## config.mk

```make
export PLATFORM = sky130hd
export DESIGN_NAME = spi_sel_slave
export DESIGN_NICKNAME = d
export VERILOG_FILES = /design/src/rtl/spi_sel_pkg.sv /design/src/rtl/spi_sync.sv /design/src/rtl/spi_shift_core.sv /design/src/rtl/spi_regs.sv /design/src/rtl/spi_sel_slave.sv
export SDC_FILE = /design/constraint.sdc
export NUM_CORES = 1
export LEC_CHECK = 0
export ABC_AREA = 1
export ABC_CLOCK_PERIOD_IN_PS = 1730
export CELL_PAD_IN_SITES_DETAIL_PLACEMENT = 0
export CELL_PAD_IN_SITES_GLOBAL_PLACEMENT = 1
export CORE_MARGIN = 4
export CORE_UTILIZATION = 47
export CTS_CLUSTER_DIAMETER = 60
export DETAILED_ROUTE_END_ITERATION = 7
export DONT_BUFFER_PORTS = 1
export GPL_ROUTABILITY_DRIVEN = 0
export HOLD_SLACK_MARGIN = 0.02
export PLACE_DENSITY_LB_ADDON = 0.1
export SLEW_MARGIN = 20
export SYNTH_ARGS = -nofsm -noshare
export SYNTH_HDL_FRONTEND = slang
export SYNTH_SLANG_ARGS = --single-unit
```

## constraint.sdc

```tcl
create_clock -name clk -period 1.73 [get_ports clk]
set_input_delay 0.0865 -clock clk [delete_from_list [all_inputs] [get_ports clk]]
set_output_delay 0.0865 -clock clk [all_outputs]
set_load 0.05 [all_outputs]
```

## src/rtl/spi_sel_pkg.sv

```systemverilog
package spi_sel_pkg;
  localparam logic [3:0] MODE_SEL_GATED  = 4'b0100;
  localparam logic [3:0] MODE_SEL_IGNORE = 4'b0101;
  localparam int FLG_DONE = 0;
  localparam int FLG_WCOL = 1;
  localparam int FLG_OVF  = 2;
  localparam int FLG_N    = 3;
endpackage

```

## src/rtl/spi_sync.sv

```systemverilog
module spi_sync #(
  parameter int W = 3,
  parameter int STAGES = 2,
  parameter logic [W-1:0] RST_VAL = '0
) (
  input  logic         clk,
  input  logic         rst_n,
  input  logic [W-1:0] din,
  output logic [W-1:0] dout
);
  for (genvar i = 0; i < W; i++) begin : g_bit
    logic [STAGES-1:0] chain;
    always_ff @(posedge clk or negedge rst_n) begin
      if (!rst_n) chain <= {STAGES{RST_VAL[i]}};
      else        chain <= {chain[STAGES-2:0], din[i]};
    end
    assign dout[i] = chain[STAGES-1];
  end
endmodule

```

## src/rtl/spi_shift_core.sv

```systemverilog
module spi_shift_core #(
  parameter int DATA_W = 8
) (
  input  logic              clk,
  input  logic              rst_n,
  input  logic              sck_s,
  input  logic              ss_s,
  input  logic              sdi_s,
  input  logic              cfg_ok,
  input  logic              sel_ctl,
  input  logic              sel_launch,
  input  logic [DATA_W-1:0] tx_buf,
  output logic              sr_msb,
  output logic [DATA_W-1:0] rx_byte,
  output logic              complete,
  output logic              in_frame,
  output logic [$clog2(DATA_W)-1:0] bit_cnt
);
  localparam int CNT_W = $clog2(DATA_W);
  localparam logic [CNT_W-1:0] LAST = CNT_W'(DATA_W - 1);

  logic              sck_q, ss_q, hold, frame;
  logic [DATA_W-1:0] sr;
  logic [CNT_W-1:0]  cnt;
  logic              hold_nx, frame_nx;
  logic [DATA_W-1:0] sr_nx;
  logic [CNT_W-1:0]  cnt_nx;
  logic lead, trail, ss_fall, ss_rise, active, samp, shft;

  always_comb begin
    lead    = sck_s & ~sck_q;
    trail   = ~sck_s & sck_q;
    ss_fall = ~ss_s & ss_q;
    ss_rise = ss_s & ~ss_q;
    active  = ~sel_ctl | ~ss_s;
    samp    = active & (sel_launch ? lead : trail);
    shft    = active & (sel_launch ? trail : lead);
    sr_nx    = sr;
    hold_nx  = hold;
    frame_nx = frame;
    cnt_nx   = cnt;
    complete = 1'b0;
    rx_byte  = {sr[DATA_W-2:0], sdi_s};
    if (!cfg_ok || (sel_ctl && ss_rise)) begin
      frame_nx = 1'b0;
      cnt_nx   = '0;
    end else if (sel_launch && ss_fall) begin
      sr_nx    = tx_buf;
      frame_nx = 1'b1;
      cnt_nx   = '0;
    end else begin
      if (shft) begin
        if (frame) begin
          sr_nx = {sr[DATA_W-2:0], hold};
        end else if (!sel_launch) begin
          sr_nx    = tx_buf;
          frame_nx = 1'b1;
          cnt_nx   = '0;
        end
      end
      if (samp && frame) begin
        hold_nx = sdi_s;
        if (cnt == LAST) begin
          complete = 1'b1;
          frame_nx = 1'b0;
          cnt_nx   = '0;
        end else begin
          cnt_nx = cnt + 1'b1;
        end
      end
    end
  end

  always_ff @(posedge clk or negedge rst_n) begin
    if (!rst_n) begin
      sck_q <= 1'b0;
      ss_q  <= 1'b1;
      sr    <= '0;
      hold  <= 1'b0;
      frame <= 1'b0;
      cnt   <= '0;
    end else begin
      sck_q <= sck_s;
      ss_q  <= ss_s;
      sr    <= sr_nx;
      hold  <= hold_nx;
      frame <= frame_nx;
      cnt   <= cnt_nx;
    end
  end

  assign sr_msb   = sr[DATA_W-1];
  assign in_frame = frame;
  assign bit_cnt  = cnt;
endmodule

```

## src/rtl/spi_regs.sv

```systemverilog
module spi_regs
  import spi_sel_pkg::*;
#(
  parameter int DATA_W = 8
) (
  input  logic              clk,
  input  logic              rst_n,
  input  logic              wr_en,
  input  logic [DATA_W-1:0] wr_data,
  input  logic              rd_en,
  input  logic [FLG_N-1:0]  flag_clr,
  input  logic              complete,
  input  logic [DATA_W-1:0] rx_byte,
  input  logic              busy,
  output logic [DATA_W-1:0] tx_buf,
  output logic [DATA_W-1:0] rx_data,
  output logic [FLG_N-1:0]  flags
);
  logic [DATA_W-1:0] tx_q, rx_q, tx_nx, rx_nx;
  logic [FLG_N-1:0]  flg_q, flg_nx;
  logic              full_q, full_nx, full_eff;

  always_comb begin
    tx_nx    = tx_q;
    rx_nx    = rx_q;
    flg_nx   = flg_q & ~flag_clr;
    full_eff = full_q & ~rd_en;
    full_nx  = full_eff;
    if (wr_en) begin
      if (busy) flg_nx[FLG_WCOL] = 1'b1;
      else      tx_nx = wr_data;
    end
    if (complete) begin
      flg_nx[FLG_DONE] = 1'b1;
      if (full_eff) begin
        flg_nx[FLG_OVF] = 1'b1;
      end else begin
        rx_nx   = rx_byte;
        full_nx = 1'b1;
      end
    end
  end

  always_ff @(posedge clk or negedge rst_n) begin
    if (!rst_n) begin
      tx_q   <= '0;
      rx_q   <= '0;
      flg_q  <= '0;
      full_q <= 1'b0;
    end else begin
      tx_q   <= tx_nx;
      rx_q   <= rx_nx;
      flg_q  <= flg_nx;
      full_q <= full_nx;
    end
  end

  assign tx_buf  = tx_q;
  assign rx_data = rx_q;
  assign flags   = flg_q;
endmodule

```

## src/rtl/spi_sel_slave.sv

```systemverilog
module spi_sel_slave
  import spi_sel_pkg::*;
#(
  parameter int DATA_W = 8,
  parameter int SYNC_STAGES = 2
) (
  input  logic              clk,
  input  logic              rst_n,
  input  logic [3:0]        cfg_mode,
  input  logic              cfg_sel_launch,
  input  logic              sck,
  input  logic              ss_n,
  input  logic              sdi,
  output logic              sdo,
  output logic              sdo_oe,
  input  logic              wr_en,
  input  logic [DATA_W-1:0] wr_data,
  input  logic              rd_en,
  output logic [DATA_W-1:0] rx_data,
  input  logic [FLG_N-1:0]  flag_clr,
  output logic              xfer_done,
  output logic              wr_collision,
  output logic              rx_overflow
);
  localparam int CNT_W = $clog2(DATA_W);

  logic [1:0]        rst_pipe;
  logic              rst_n_s;
  logic [2:0]        pins_s;
  logic              sck_s, ss_s, sdi_s;
  logic              sel_ctl, cfg_ok;
  logic              complete, in_frame, sr_msb;
  logic [DATA_W-1:0] rx_byte, tx_buf;
  logic [CNT_W-1:0]  bit_cnt;
  logic [FLG_N-1:0]  flags;

  always_ff @(posedge clk or negedge rst_n) begin
    if (!rst_n) rst_pipe <= 2'b00;
    else        rst_pipe <= {rst_pipe[0], 1'b1};
  end
  assign rst_n_s = rst_pipe[1];

  spi_sync #(.W(3), .STAGES(SYNC_STAGES), .RST_VAL(3'b010)) u_sync (
    .clk(clk), .rst_n(rst_n_s), .din({sdi, ss_n, sck}), .dout(pins_s)
  );
  assign sck_s = pins_s[0];
  assign ss_s  = pins_s[1];
  assign sdi_s = pins_s[2];

  assign sel_ctl = (cfg_mode == MODE_SEL_GATED);
  assign cfg_ok  = sel_ctl | ((cfg_mode == MODE_SEL_IGNORE) & ~cfg_sel_launch);

  spi_shift_core #(.DATA_W(DATA_W)) u_core (
    .clk(clk), .rst_n(rst_n_s), .sck_s(sck_s), .ss_s(ss_s), .sdi_s(sdi_s),
    .cfg_ok(cfg_ok), .sel_ctl(sel_ctl), .sel_launch(cfg_sel_launch),
    .tx_buf(tx_buf), .sr_msb(sr_msb), .rx_byte(rx_byte),
    .complete(complete), .in_frame(in_frame), .bit_cnt(bit_cnt)
  );

  spi_regs #(.DATA_W(DATA_W)) u_regs (
    .clk(clk), .rst_n(rst_n_s), .wr_en(wr_en), .wr_data(wr_data),
    .rd_en(rd_en), .flag_clr(flag_clr), .complete(complete),
    .rx_byte(rx_byte), .busy(in_frame), .tx_buf(tx_buf),
    .rx_data(rx_data), .flags(flags)
  );

  assign sdo          = sr_msb;
  assign sdo_oe       = cfg_ok & (~sel_ctl | ~ss_n);
  assign xfer_done    = flags[FLG_DONE];
  assign wr_collision = flags[FLG_WCOL];
  assign rx_overflow  = flags[FLG_OVF];
endmodule

```

; ---- After elaboration in Yosys (flattened, before gate mapping)
; Index checks and enable logic that the tools add are counted.
; W data, S select, Z words.
[totals]
ram_bits = 0
output_inout_bits = 13
romBits = 0
n_memories = 0
ff_bits = 43
word_cells = 89
latch_bits = 0
inputBits = 23
[classes]
n_eq_ne = 6
shifts = 0
n_mux = 30
order_cmp = 0
n_bitwise = 26
mul = 0
add_sub_neg = 1
reduce_logical = 12
div_mod_pow = 0
[ops]
columns = op, n
row1 = $mux W8, 4
row2 = $mux W3, 7
row3 = $mux W1, 19
row4 = $not A1 Y1, 12
row5 = $and A1 B1 Y1, 9
row6 = $reduce_and A3 Y1, 3
row7 = $eq A4 B3 Y1 const B, 2
row8 = $ne A4 B1 Y1 const B, 1
row9 = $ne A4 B4 Y1 const B, 1
row10 = $reduce_and A2 Y1, 2
row11 = $reduce_bool A4 Y1, 1
row12 = $add A3 B1 Y3 const B, 1
row13 = $and A3 B3 Y3, 1
row14 = $eq A3 B3 Y1 const B, 1
row15 = $logic_and A1 B1 Y1, 3
row16 = $ne A3 B1 Y1 const B, 1
row17 = $not A3 Y3, 1
row18 = $or A1 B1 Y1, 3
row19 = $reduce_bool A2 Y1, 1
row20 = $logic_not A1 Y1, 1
row21 = $logic_or A1 B1 Y1, 1

; ---- Logic depth before layout (Yosys ltp)
; Gate-level depths: netlist (run 1).
[logic_depth]
depth_word = 9
mapped_depth = 9
ltp_nobuf = 8

; ---- Cells and area by module
; A second synthesis (run 1) with hierarchy kept.
[hier_totals]
cells_unflattened = 250
area_unflattened_um2 = 2115.8
[modules_own_cells]
columns = mod, n_inst, cells_each, seq_area_each_um2, area_per_inst_um2
row1 = spi_shift_core, 1, 140, 376.6, 1024.7
row2 = spi_regs, 1, 85, 500.5, 808.3
row3 = spi_sync, 1, 9, 152.6, 175.2
row4 = spi_sel_slave, 1, 16, 50.0, 107.6

; ---- Least setup slack after synthesis (run 1)
; Ideal clock, no wire load.
[synth_timing]
kind = input-to-output
from = in cfg_mode[0]
to = out sdo_oe
path_stages = 3
n_path_buf = 0
arrival_ns = 1.391
slack_ns = 0.253
required_ns = 1.643
cell_sequence = nor2_2 > nand2_1 > o21ai_0
[synth_between]
elab_chain_cells = 4
elab_cells_between_ends = 7
cone_classes = 2 x eq/ne / 5 x bitwise
[synth_lines]
columns = item, line
row1 = from (decl), spi_sel_slave.sv:9  ; input logic [3:0] cfg_mode,
row2 = "$eq A4 B3 Y1, on equally long branches", "spi_sel_slave.sv:51, spi_sel_slave.sv:50"
row3 = $and A1 B1 Y1 or $not A1 Y1 (tied branches), "spi_sel_slave.sv:51, spi_sel_slave.sv:68"
row4 = "$or A1 B1 Y1, on equally long branches", "spi_sel_slave.sv:51, spi_sel_slave.sv:68"
row5 = $and A1 B1 Y1 (*), spi_sel_slave.sv:68  ; assign sdo_oe = cfg_ok & (~sel_ctl | ~ss_n);
row6 = to (decl), spi_sel_slave.sv:15  ; output logic sdo_oe,
; Mark *: on every way between the ends. The rest lies on a longest branch, timed or not.

; ---- Final worst setup path (run 1)
[layout_timing]
from = reg u_regs.flg_q[1], in the netlist u_regs.flags[1]
to = reg u_regs.flg_q[1], in the netlist u_regs.flags[1]
[layout_between]
elab_chain_cells = 3
[layout_lines]
columns = item, line
row1 = from (decl), spi_regs.sv:20  ; logic [FLG_N-1:0] flg_q, flg_nx;
row2 = from (signal assigned), spi_regs.sv:53  ; flg_q <= flg_nx;
row3 = $and A3 B3 Y3 (*), spi_regs.sv:26  ; flg_nx = flg_q & ~flag_clr;
row4 = $mux W1, spi_regs.sv:30  ; if (busy) flg_nx[FLG_WCOL] = 1'b1;
row5 = $mux W1 (*), spi_regs.sv:29  ; if (wr_en) begin
row6 = via u_regs.flg_nx[1], spi_regs.sv:20
; Mark *: on every way through the listed nets, which the timed path passes. The rest lies on a longest branch.
; A chain may end at the register's enable or synchronous reset.

==> results of run 1 <==
-- cell families after synthesis --
family	count (synthesis)	share of synthesized area [%]
AOI/OAI and AO/OA	18	6.89
adders and majority gates	2	1.26
buffers and inverters	28	6.51
DFF	43	54.6
muxes	8	4.55
other	1	0.190
and+or+nand+nor	99	26.0
-- power by group through the flow --
| stage | clock [mW] | combinational [mW] | sequential, mW |
|---|---|---|---|
| CTS | 0.822 | 0.224 | 1.19 |
| global route | 0.860 | 0.251 | 1.20 |
| finish | 0.794 | 0.222 | 1.19 |
| detailed placement | 0 | 0.196 | 1.21 |
| global placement | 0 | 0.189 | 1.20 |
| floorplan | 0 | 0.156 | 1.19 |
-- cell type report --
| class | instances | share of cell area [%] |
|---|---|---|
| well taps | 50 | 2.68 |
| flip-flops and latches | 43 | 46.2 |
| clock inverters | 2 | 1.50 |
| clock buffers | 6 | 3.54 |
| repair buffers | 22 | 9.43 |
| inverters | 23 | 3.70 |
| multi-input cells | 128 | 32.9 |
-- critical path, cell delays in order, from the launching register on --
cell	delay [ns]
dfrtp_1	0.65
inv_1	0.08
o21ai_0	0.13
dlygate4sd3_1	0.55
-- timing repair --
item / CTS / global route
gates resized for setup: 0 / 0
hold buffers: 17 / 0
endpoints found under the hold margin: 16 / 0
-- Yosys cell counts (all sizes together) --
cell type,number
nand3,18
clkbuf,1
a21oi,1
dfstp,3
ha,2
o211ai,1
buf,4
dfrtp,40
conb,1
nand2,63
mux2,8
a21boi,1
nand4,12
o21ai,15
nor2,6
inv,23
-- layer usage --
layer	share of wire [%]	up-vias	routed length, um	track usage (%)
met2	49	39	1810	26.9
li1	-	693	-	-
met1	43	648	1610	18.0
met3	7.1	2	263	6.34
met4	0.65	0	24	4.92
met5	0	-	0	0
-- sequential cells by signal (all words and copies together) (netlist names) --
register            count
u_core.sr               8
u_regs.rx_data          8
u_regs.tx_buf           8
u_sync.g_bit.chain      6
u_core.bit_cnt          3
u_regs.flags            3
rst_pipe                2
u_core.hold             1
u_core.in_frame         1
u_core.sck_q            1
u_core.ss_q             1
u_regs.full_q           1
-- worst paths after layout --
kind / startpoint / endpoint / cells after the start
min reg2reg: rst_pipe[1] / u_core.sr[7] / 0
max reg2reg: u_regs.flags[1] / u_regs.flags[1] / 3
min in group asynchronous: rst_pipe[1] / u_core.sr[7] / 0
max: u_regs.flags[1] / u_regs.flags[1] / 3
max in group asynchronous: rst_pipe[1] / u_core.ss_q / 1
min: cfg_mode[3] / u_core.bit_cnt[1] / 5
==> qor.yml, run 1 <==
regToRegSetupSlack_ns: 0.25
clk_pin_slew_ns: 0.08
die_area_mm2: 0.00531
required_ns: 1.95
max_freq_mhz: 675
detail_route.vias_per_cell: 5.04
clk_path_buf_depth: 2
p_leak_nw: 1.19
n_antenna_cell: 0
synth_top_area_cell: "dfrtp_1"
antenna_found_initial: 0
p_per_area_mw_per_mm2: 943
hold_viol_final: 0
fin_ws_ns: 0.249
firstDrtPassIters: 4
final_core_util_pct: 58.0
endpoint_kind: "flip-flop"
syn_area_mm2: 0.00198
rows: 23
crit_arrival_ns: 1.71
die_w_um: 72.9
syn_nets: 224
period_needed_ns: 1.48
clkPwrFrac_pct: 36.1
final_cell_count_no_fill: 274
route.detailed.drc: 0
syn_area_per_cell_um2: 9.94
multi_input_area_um2: 769
grt_start_max_net_pins: 32
wl_um: 3710
syn2layout_area_growth_pct: 18.1
grt_pass1_wl_um: 6440
io_buffer_count: 0
regArea_mm2: 0.00108
seqPwrFrac_pct: 53.8
max_cap_violations: 0
clk_latency_ns: 0.29
cts-root-buf: "clkbuf_8"
ioPinCount: 36
grt_overflow_total: 0
grt_pass1_vias: 1471
grtUsageTotal_pct: 15.7
wire_per_inst_um: 13.5
final_common_cell: "nand2_1"
cts_tree: "yes"
place_worst_setup_slack_ns: 0.283
rsz0062_at_grt: "no"
placed_cell_area_mm2: 0.00205
intPower_mw: 1.66
die_h_um: 72.9
final_cell_area_mm2: 0.00234
fin_hold_ws_ns: 0.150
synth_top_area_share_pct: 50.6
dp_hpwl_um: 2740
initial_utilization_pct: 49.1
power.switching_uw: 538
drtIter0Drc: 46
power_mw: 2.20
cp-start-kind: "flip-flop"
cts_sinks: 43
combPwrFrac_pct: 10.1
netlist-cell-type-count: 29
synthCells: 199
criticalPathCategory: "flip-flop to flip-flop"
post-place-cells: 249
fill_cells: 381
outcome: "completed"
nNetsFinal: 248
ys_seq_elements: 43
ys_seq_area_share_pct: 54.6
vias: 1382
drive_above_1_share_pct: 20.5
final_cell_mix: "nand2_1, dfrtp_1, inv_1, dlygate4sd3_1, nand3_1"
htreeDepth: 2
cts_setup_buffers: 0
fin_crit_sh_pct: 85.6
synth_warnings: 0
cts_buffers: 5
ir_worst_vdd_uv: 651
finalMaxSlewViolations: 0
drtAntennaViolNets: 0
hp-class: "input pin to flip-flop"
worstPathMaxFanout: 2
fin_skew_ns: 0.00486
coreArea_mm2: 0.00403
setup_violations: 0
tns_ns: 0
synth_area_leaders: "dfrtp_1, nand2_1, mux2_2"
p_sw_share_pct: 24.4
No activity file was read; power rests on OpenSTA's default activity.
==> run 2, diff against run 1 <==
ABC_AREA = unset   (was 1)
CORE_UTILIZATION = 50   (was 47)
==> qor.yml, run 2 <==
ys_seq_area_share_pct: 57.8  # was 54.6%
dp_hpwl_um: 2360  # was 2740 um
crit_chain: "nor3b_4 > a31oi_4 > or4_4 > mux2_4"  # was inv_1 > o21ai_0 > dlygate4sd3_1
synth_area_leaders: "dfrtp_1, mux2_2, mux2_4"  # was dfrtp_1, nand2_1, mux2_2
vias: 1130  # was 1382
p_leak_nw: 1.12  # was 1.19 nW
detail_route.vias_per_cell: 5.16  # was 5.04
period_needed_ns: 1.81  # was 1.48 ns
placed_cell_area_mm2: 0.00205  # about the same
ys_async_sr_fraction_pct: 100  # unchanged
synth_common_cells: "dfrtp_1, mux2_2, mux2_4"  # was nand2_1, dfrtp_1, inv_1
yosysMostFrequentCell: "dfrtp_1"  # was nand2_1
fin_hold_ws_ns: 0.0343  # was 0.150 ns
wl_um: 3400  # was 3710 um
cts_buffers: 5  # unchanged
grt_start_max_net_pins: 42  # was 32
yosys.area_share.adder_pct: 1.34  # was 1.27%
crit_arrival_ns: 1.99  # was 1.71 ns
clk_pin_slew_ns: 0.08  # about the same
grt_pass1_wl_um: 5600  # was 6440 um
rsz0062_at_grt: "yes"  # was no
synth_edf_count: 0  # unchanged
syn2layout_area_growth_pct: 28.4  # was 18.1%
grtUsageTotal_pct: 14.9  # was 15.7%
die_w_um: 69.1  # was 72.9 um
route.detailed.drc: 0  # unchanged
required_ns: 1.91  # was 1.95 ns
final_cell_mix: "dfrtp_1, buf_4, mux2_2, dlygate4sd3_1, mux2_4"  # was nand2_1, dfrtp_1, inv_1, dlygate4sd3_1, nand3_1
final_cell_count_no_fill: 219  # was 274
cts_sinks: 43  # unchanged
setup_violations: 8  # was 0
hp-class: "input pin to flip-flop"  # unchanged
cpMaxStageDelayCell: "or4_4"  # was dfrtp_1
io_buffer_count: 0  # unchanged
cpPeakStageDelay_ns: 0.64  # was 0.65 ns
coreArea_mm2: 0.00347  # was 0.00403 mm2
synth_xor_area_share_pct: 0  # unchanged
clk_path_buf_depth: 2  # unchanged
drive_above_1_share_pct: 46.2  # was 20.5%
worst_pin_slew_ns: 0.503
die_area_mm2: 0.00478  # was 0.00531 mm2
finalMaxSlewViolations: 0  # unchanged
cp-start-kind: "flip-flop"  # unchanged
antenna_found_initial: 0  # unchanged
n_antenna_cell: 0  # unchanged
cts-root-buf: "clkbuf_8"  # unchanged
fin_skew_ns: 0.00852  # was 0.00486 ns
syn_nets: 156  # was 224
wire_per_inst_um: 15.5  # was 13.5 um
endpoint_kind: "flip-flop"  # unchanged
synth_top_area_cell: "dfrtp_1"  # unchanged
ir_worst_vdd_uv: 631  # was 651 uV
rows: 21  # was 23
drtIter0Drc: 56  # was 46
p_per_area_mw_per_mm2: 882  # was 943 mW/mm2
synthCells: 131  # was 199
syn_area_per_cell_um2: 14.3  # was 9.94 um2
final_core_util_pct: 69.2  # was 58.0%
worstPathMaxFanout: 8  # was 2
synth.mux.area_fraction_pct: 21.5  # was 4.55%
grt_pass1_vias: 1182  # was 1471
max_cap_violations: 0  # unchanged
max_freq_mhz: 554  # was 675 MHz
outcome: "finished, violations left"  # was completed
ioPinCount: 36  # unchanged
clk_latency_ns: 0.29  # about the same
fin_crit_sh_pct: 104  # was 85.6%
final_cell_area_mm2: 0.00240  # was 0.00234 mm2
grt_overflow_total: 0  # unchanged
hold_viol_final: 0  # unchanged
relSlewSlack_pct: 66.5
power_mw: 2.12  # was 2.20 mW
synth-simple-area-share_pct: 9.44  # was 26.0%
final_common_cell: "dfrtp_1"  # was nand2_1
criticalPathCategory: "flip-flop to flip-flop"  # unchanged
violations: "negative setup slack"
htreeDepth: 2  # unchanged
fin_ws_ns: -0.0751  # was 0.249 ns
cts_tree: "yes"  # unchanged
ys_seq_elements: 43  # unchanged
synth_top_area_share_pct: 53.5  # was 50.6%
nNetsFinal: 197  # was 248
synth_compound_area_share_pct: 6.76  # was 6.89%
drtAntennaViolNets: 0  # unchanged
synth_top_family_by_area: "multiplexers"  # was simple AND/OR/NAND/NOR gates
die_h_um: 69.1  # was 72.9 um
fill_cells: 256  # was 381
netlist-cell-type-count: 38  # was 29
place_worst_setup_slack_ns: -0.0933  # was 0.283 ns
synth_warnings: 0  # unchanged
ys.flop_type: "dfrtp_1"  # unchanged
tns_ns: -0.568  # was 0 ns
firstDrtPassIters: 3  # was 4
post-place-cells: 190  # was 249
syn_area_mm2: 0.00187  # was 0.00198 mm2
initial_utilization_pct: 53.9  # was 49.1%
==> run 2: changes by cell type after synthesis, moves of 4 or more <==
cell	previous run	this run
nand3_1	13	1
inv_1	21	5
nand4_1	11	1
mux2_4	0	8
nor2_1	2	6
mux2_2	8	25
o21ai_2	8	0
nand2_1	62	5
o21ai_0	6	2
==> run 2: critical path, delay by kind of cell, from the launching register on <==
family | cells | cell delay, ns
mux | 1 | 0.33
simple gates | 2 | 0.88
flops | 1 | 0.44
compound gates | 1 | 0.05
==> run 2: repair_timing <==
item	4_1_cts	5_1_grt
gates resized for setup	3	9
hold endpoints to repair	16	0
gates cloned	0	0
hold buffers	17	0
endpoints found under the setup margin	16	17
setup buffers	3	1
pin swaps	0	2
==> run 2: power by group <==
part / leakage (nW) / internal, mW / switching [mW]
Sequential: 0.544 / 1.09 / 0.0837
Clock: 0.0505 / 0.363 / 0.330
Combinational: 0.525 / 0.165 / 0.0827
Total: 1.12 / 1.62 / 0.497
==> run 2: cell type report <==
| type | instances | area [um2] | area share [%] |
|---|---|---|---|
| multi-input combinational | 79 | 786 | 32.7 |
| clock buffer | 7 | 96.3 | 4.01 |
| timing repair buffer | 38 | 353 | 14.7 |
| sequential | 43 | 1080 | 45.1 |
| tap | 46 | 57.6 | 2.40 |
| clock inverter | 1 | 7.51 | 0.313 |
| inverter | 5 | 18.8 | 0.782 |
==> run 2: cells by family (layout without fill, tap and decap cells) <==
group	after synthesis	count (layout)
DFF	43	43
muxes	33	33
and+or+nand+nor	27	27
AOI/OAI and AO/OA	16	16
buffers and inverters	9	51
adders and majority gates	2	2
other	1	1
==> run 2: final timing paths <==
| kind | startpoint | to | slack, ns | cells after the start |
|---|---|---|---|---|
| max | u_sync.g_bit[0].chain[1] | u_regs.rx_data[2] | -0.08 | 4 |
| min in group asynchronous | rst_pipe[1] | u_regs.tx_buf[5] | 0.32 | 1 |
| min reg2reg | rst_pipe[1] | u_regs.tx_buf[5] | 0.32 | 1 |
| max in group asynchronous | rst_pipe[1] | u_sync.g_bit[0].chain[1] | 1.03 | 1 |
| max reg2reg | u_sync.g_bit[0].chain[1] | u_regs.rx_data[2] | -0.08 | 4 |
| min | rd_en | u_regs.full_q | 0.03 | 2 |
==> run 2: per-layer routing <==
metal  share of wire (%)  GRT usage [%]  wire (um)  vias up
li1                    -              -          -      546
met1                  47           19.9       1580      547
met2                  46           21.8       1570       31
met3                 5.8           7.12        196        6
met4                 1.4           3.90         46        0
met5                   0              0          0        -
==> run 3, diff against run 2 <==
RECOVER_POWER = 100   (was unset)
==> qor.yml, run 3 (synthesis results as in run 2) <==
detail_route.vias_per_cell: 5.23  # was 5.16
outcome: "finished, violations left"  # unchanged
place_worst_setup_slack_ns: -0.0933  # unchanged
route.detailed.drc: 0  # unchanged
die_h_um: 69.1  # unchanged
tns_ns: -0.556  # was -0.568 ns
worst_pin_slew_ns: 0.975  # was 0.503 ns
cts_sinks: 43  # unchanged
finalMaxSlewViolations: 0  # unchanged
max_freq_mhz: 554  # about the same
grt_start_max_net_pins: 42  # unchanged
violations: "negative setup slack"  # unchanged
drtIter0Drc: 63  # was 56
required_ns: 1.91  # about the same
ioPinCount: 36  # unchanged
cp-start-kind: "flip-flop"  # unchanged
setup_violations: 8  # unchanged
fin_crit_sh_pct: 104  # about the same
n_antenna_cell: 0  # unchanged
criticalPathCategory: "flip-flop to flip-flop"  # unchanged
wire_per_inst_um: 15.5  # about the same
hp-class: "input pin to flip-flop"  # unchanged
rsz0062_at_grt: "yes"  # unchanged
relSlewSlack_pct: 35.0  # was 66.5%
die_area_mm2: 0.00478  # unchanged
die_w_um: 69.1  # unchanged
dp_hpwl_um: 2360  # unchanged
clk_path_buf_depth: 2  # unchanged
nNetsFinal: 197  # unchanged
clk_pin_slew_ns: 0.08  # about the same
drtAntennaViolNets: 0  # unchanged
post-place-cells: 190  # unchanged
initial_utilization_pct: 53.9  # unchanged
p_leak_nw: 1.11  # was 1.12 nW
final_cell_mix: "dfrtp_1, mux2_2, dlygate4sd3_1, mux2_4, buf_4"  # was dfrtp_1, buf_4, mux2_2, dlygate4sd3_1, mux2_4
wl_um: 3390  # was 3400 um
endpoint_kind: "flip-flop"  # unchanged
coreArea_mm2: 0.00347  # unchanged
max_cap_violations: 0  # unchanged
grtUsageTotal_pct: 14.9  # unchanged
vias: 1145  # was 1130
syn2layout_area_growth_pct: 27.9  # was 28.4%
ir_worst_vdd_uv: 633  # was 631 uV
drive_above_1_share_pct: 45.1  # was 46.2%
grt_pass1_vias: 1182  # unchanged
final_cell_count_no_fill: 219  # unchanged
worstPathMaxFanout: 8  # unchanged
htreeDepth: 2  # unchanged
firstDrtPassIters: 2  # was 3
antenna_found_initial: 0  # unchanged
p_per_area_mw_per_mm2: 886  # was 882 mW/mm2
cts_buffers: 5  # unchanged
final_common_cell: "dfrtp_1"  # unchanged
hold_viol_final: 0  # unchanged
io_buffer_count: 0  # unchanged
grt_pass1_wl_um: 5600  # unchanged
cts-root-buf: "clkbuf_8"  # unchanged
period_needed_ns: 1.80  # was 1.81 ns
grt_overflow_total: 0  # unchanged
cts_tree: "yes"  # unchanged
fin_skew_ns: 0.00921  # was 0.00852 ns
clk_latency_ns: 0.30  # was 0.29 ns
crit_arrival_ns: 1.99  # about the same
fin_ws_ns: -0.0735  # was -0.0751 ns
rows: 21  # unchanged
run 3: power breakdown:
| group | internal, mW | switching [mW] |
|---|---|---|
| Sequential | 1.09 | 0.0839 |
| Combinational | 0.162 | 0.0820 |
| Clock | 0.363 | 0.336 |
| Total | 1.62 | 0.501 |
run 3: per-layer routing:
| layer | part of all wire, % | vias up | track usage (%) |
|---|---|---|---|
| li1 | - | 548 | - |
| met1 | 46 | 561 | 19.9 |
| met2 | 47 | 31 | 21.8 |
| met3 | 6.5 | 5 | 7.12 |
| met4 | 1.1 | 0 | 3.90 |
| met5 | 0 | - | 0 |
run 3: through the flow:
step | utilization, % | hold slack [ns] | area (um2) | total power [mW]
2_1_floorplan | - | -0.209 | 1880 | 1.32
3_3_place_gp | 59.2 | -0.209 | 2050 | 1.36
3_5_place_dp | 59.2 | -0.209 | 2050 | 1.38
4_1_cts | 68.0 | 0.0353 | 2360 | 2.10
5_1_grt | 68.9 | 0.0357 | 2390 | 2.23
6_report | 68.9 | 0.0358 | 2390 | 2.12
run 3: timing repair:
action | CTS | global route
pin swaps | 0 | 2
setup endpoints to repair | 16 | 17
hold buffers | 17 | 0
endpoints found under the hold margin | 16 | 0
gates resized for setup | 3 | 9
setup buffers | 3 | 1
run 3: worst paths after layout:
| path | start | to | slack, ns | cells past startpoint |
|---|---|---|---|---|
| max in group asynchronous | rst_pipe[1] | u_sync.g_bit[0].chain[1] | 0.56 | 1 |
| hold reg to reg | u_sync.g_bit[0].chain[0] | u_sync.g_bit[0].chain[1] | 0.36 | 0 |
| min in group asynchronous | rst_pipe[1] | u_regs.tx_buf[5] | 0.50 | 1 |
| setup / recovery | u_sync.g_bit[0].chain[1] | u_regs.rx_data[2] | -0.07 | 4 |
| hold / removal | rd_en | u_regs.full_q | 0.04 | 2 |
| setup reg to reg | u_sync.g_bit[0].chain[1] | u_regs.rx_data[2] | -0.07 | 4 |
run 3: layout make-up:
| class | instances | area [um2] |
|---|---|---|
| timing repair buffer | 38 | 343 |
| tap | 46 | 57.6 |
| multi-input combinational | 79 | 786 |
| sequential | 43 | 1080 |
| inverter | 5 | 18.8 |
| clock inverter | 1 | 7.51 |
| fill | 256 | 1080 |
| clock buffer | 7 | 96.3 |
run 3: critical path, cell delays in order, from the launching register on:
cell and delay, ns:
dfrtp_2 0.44, nor3b_4 0.24, a31oi_4 0.05, or4_4 0.64, mux2_4 0.33
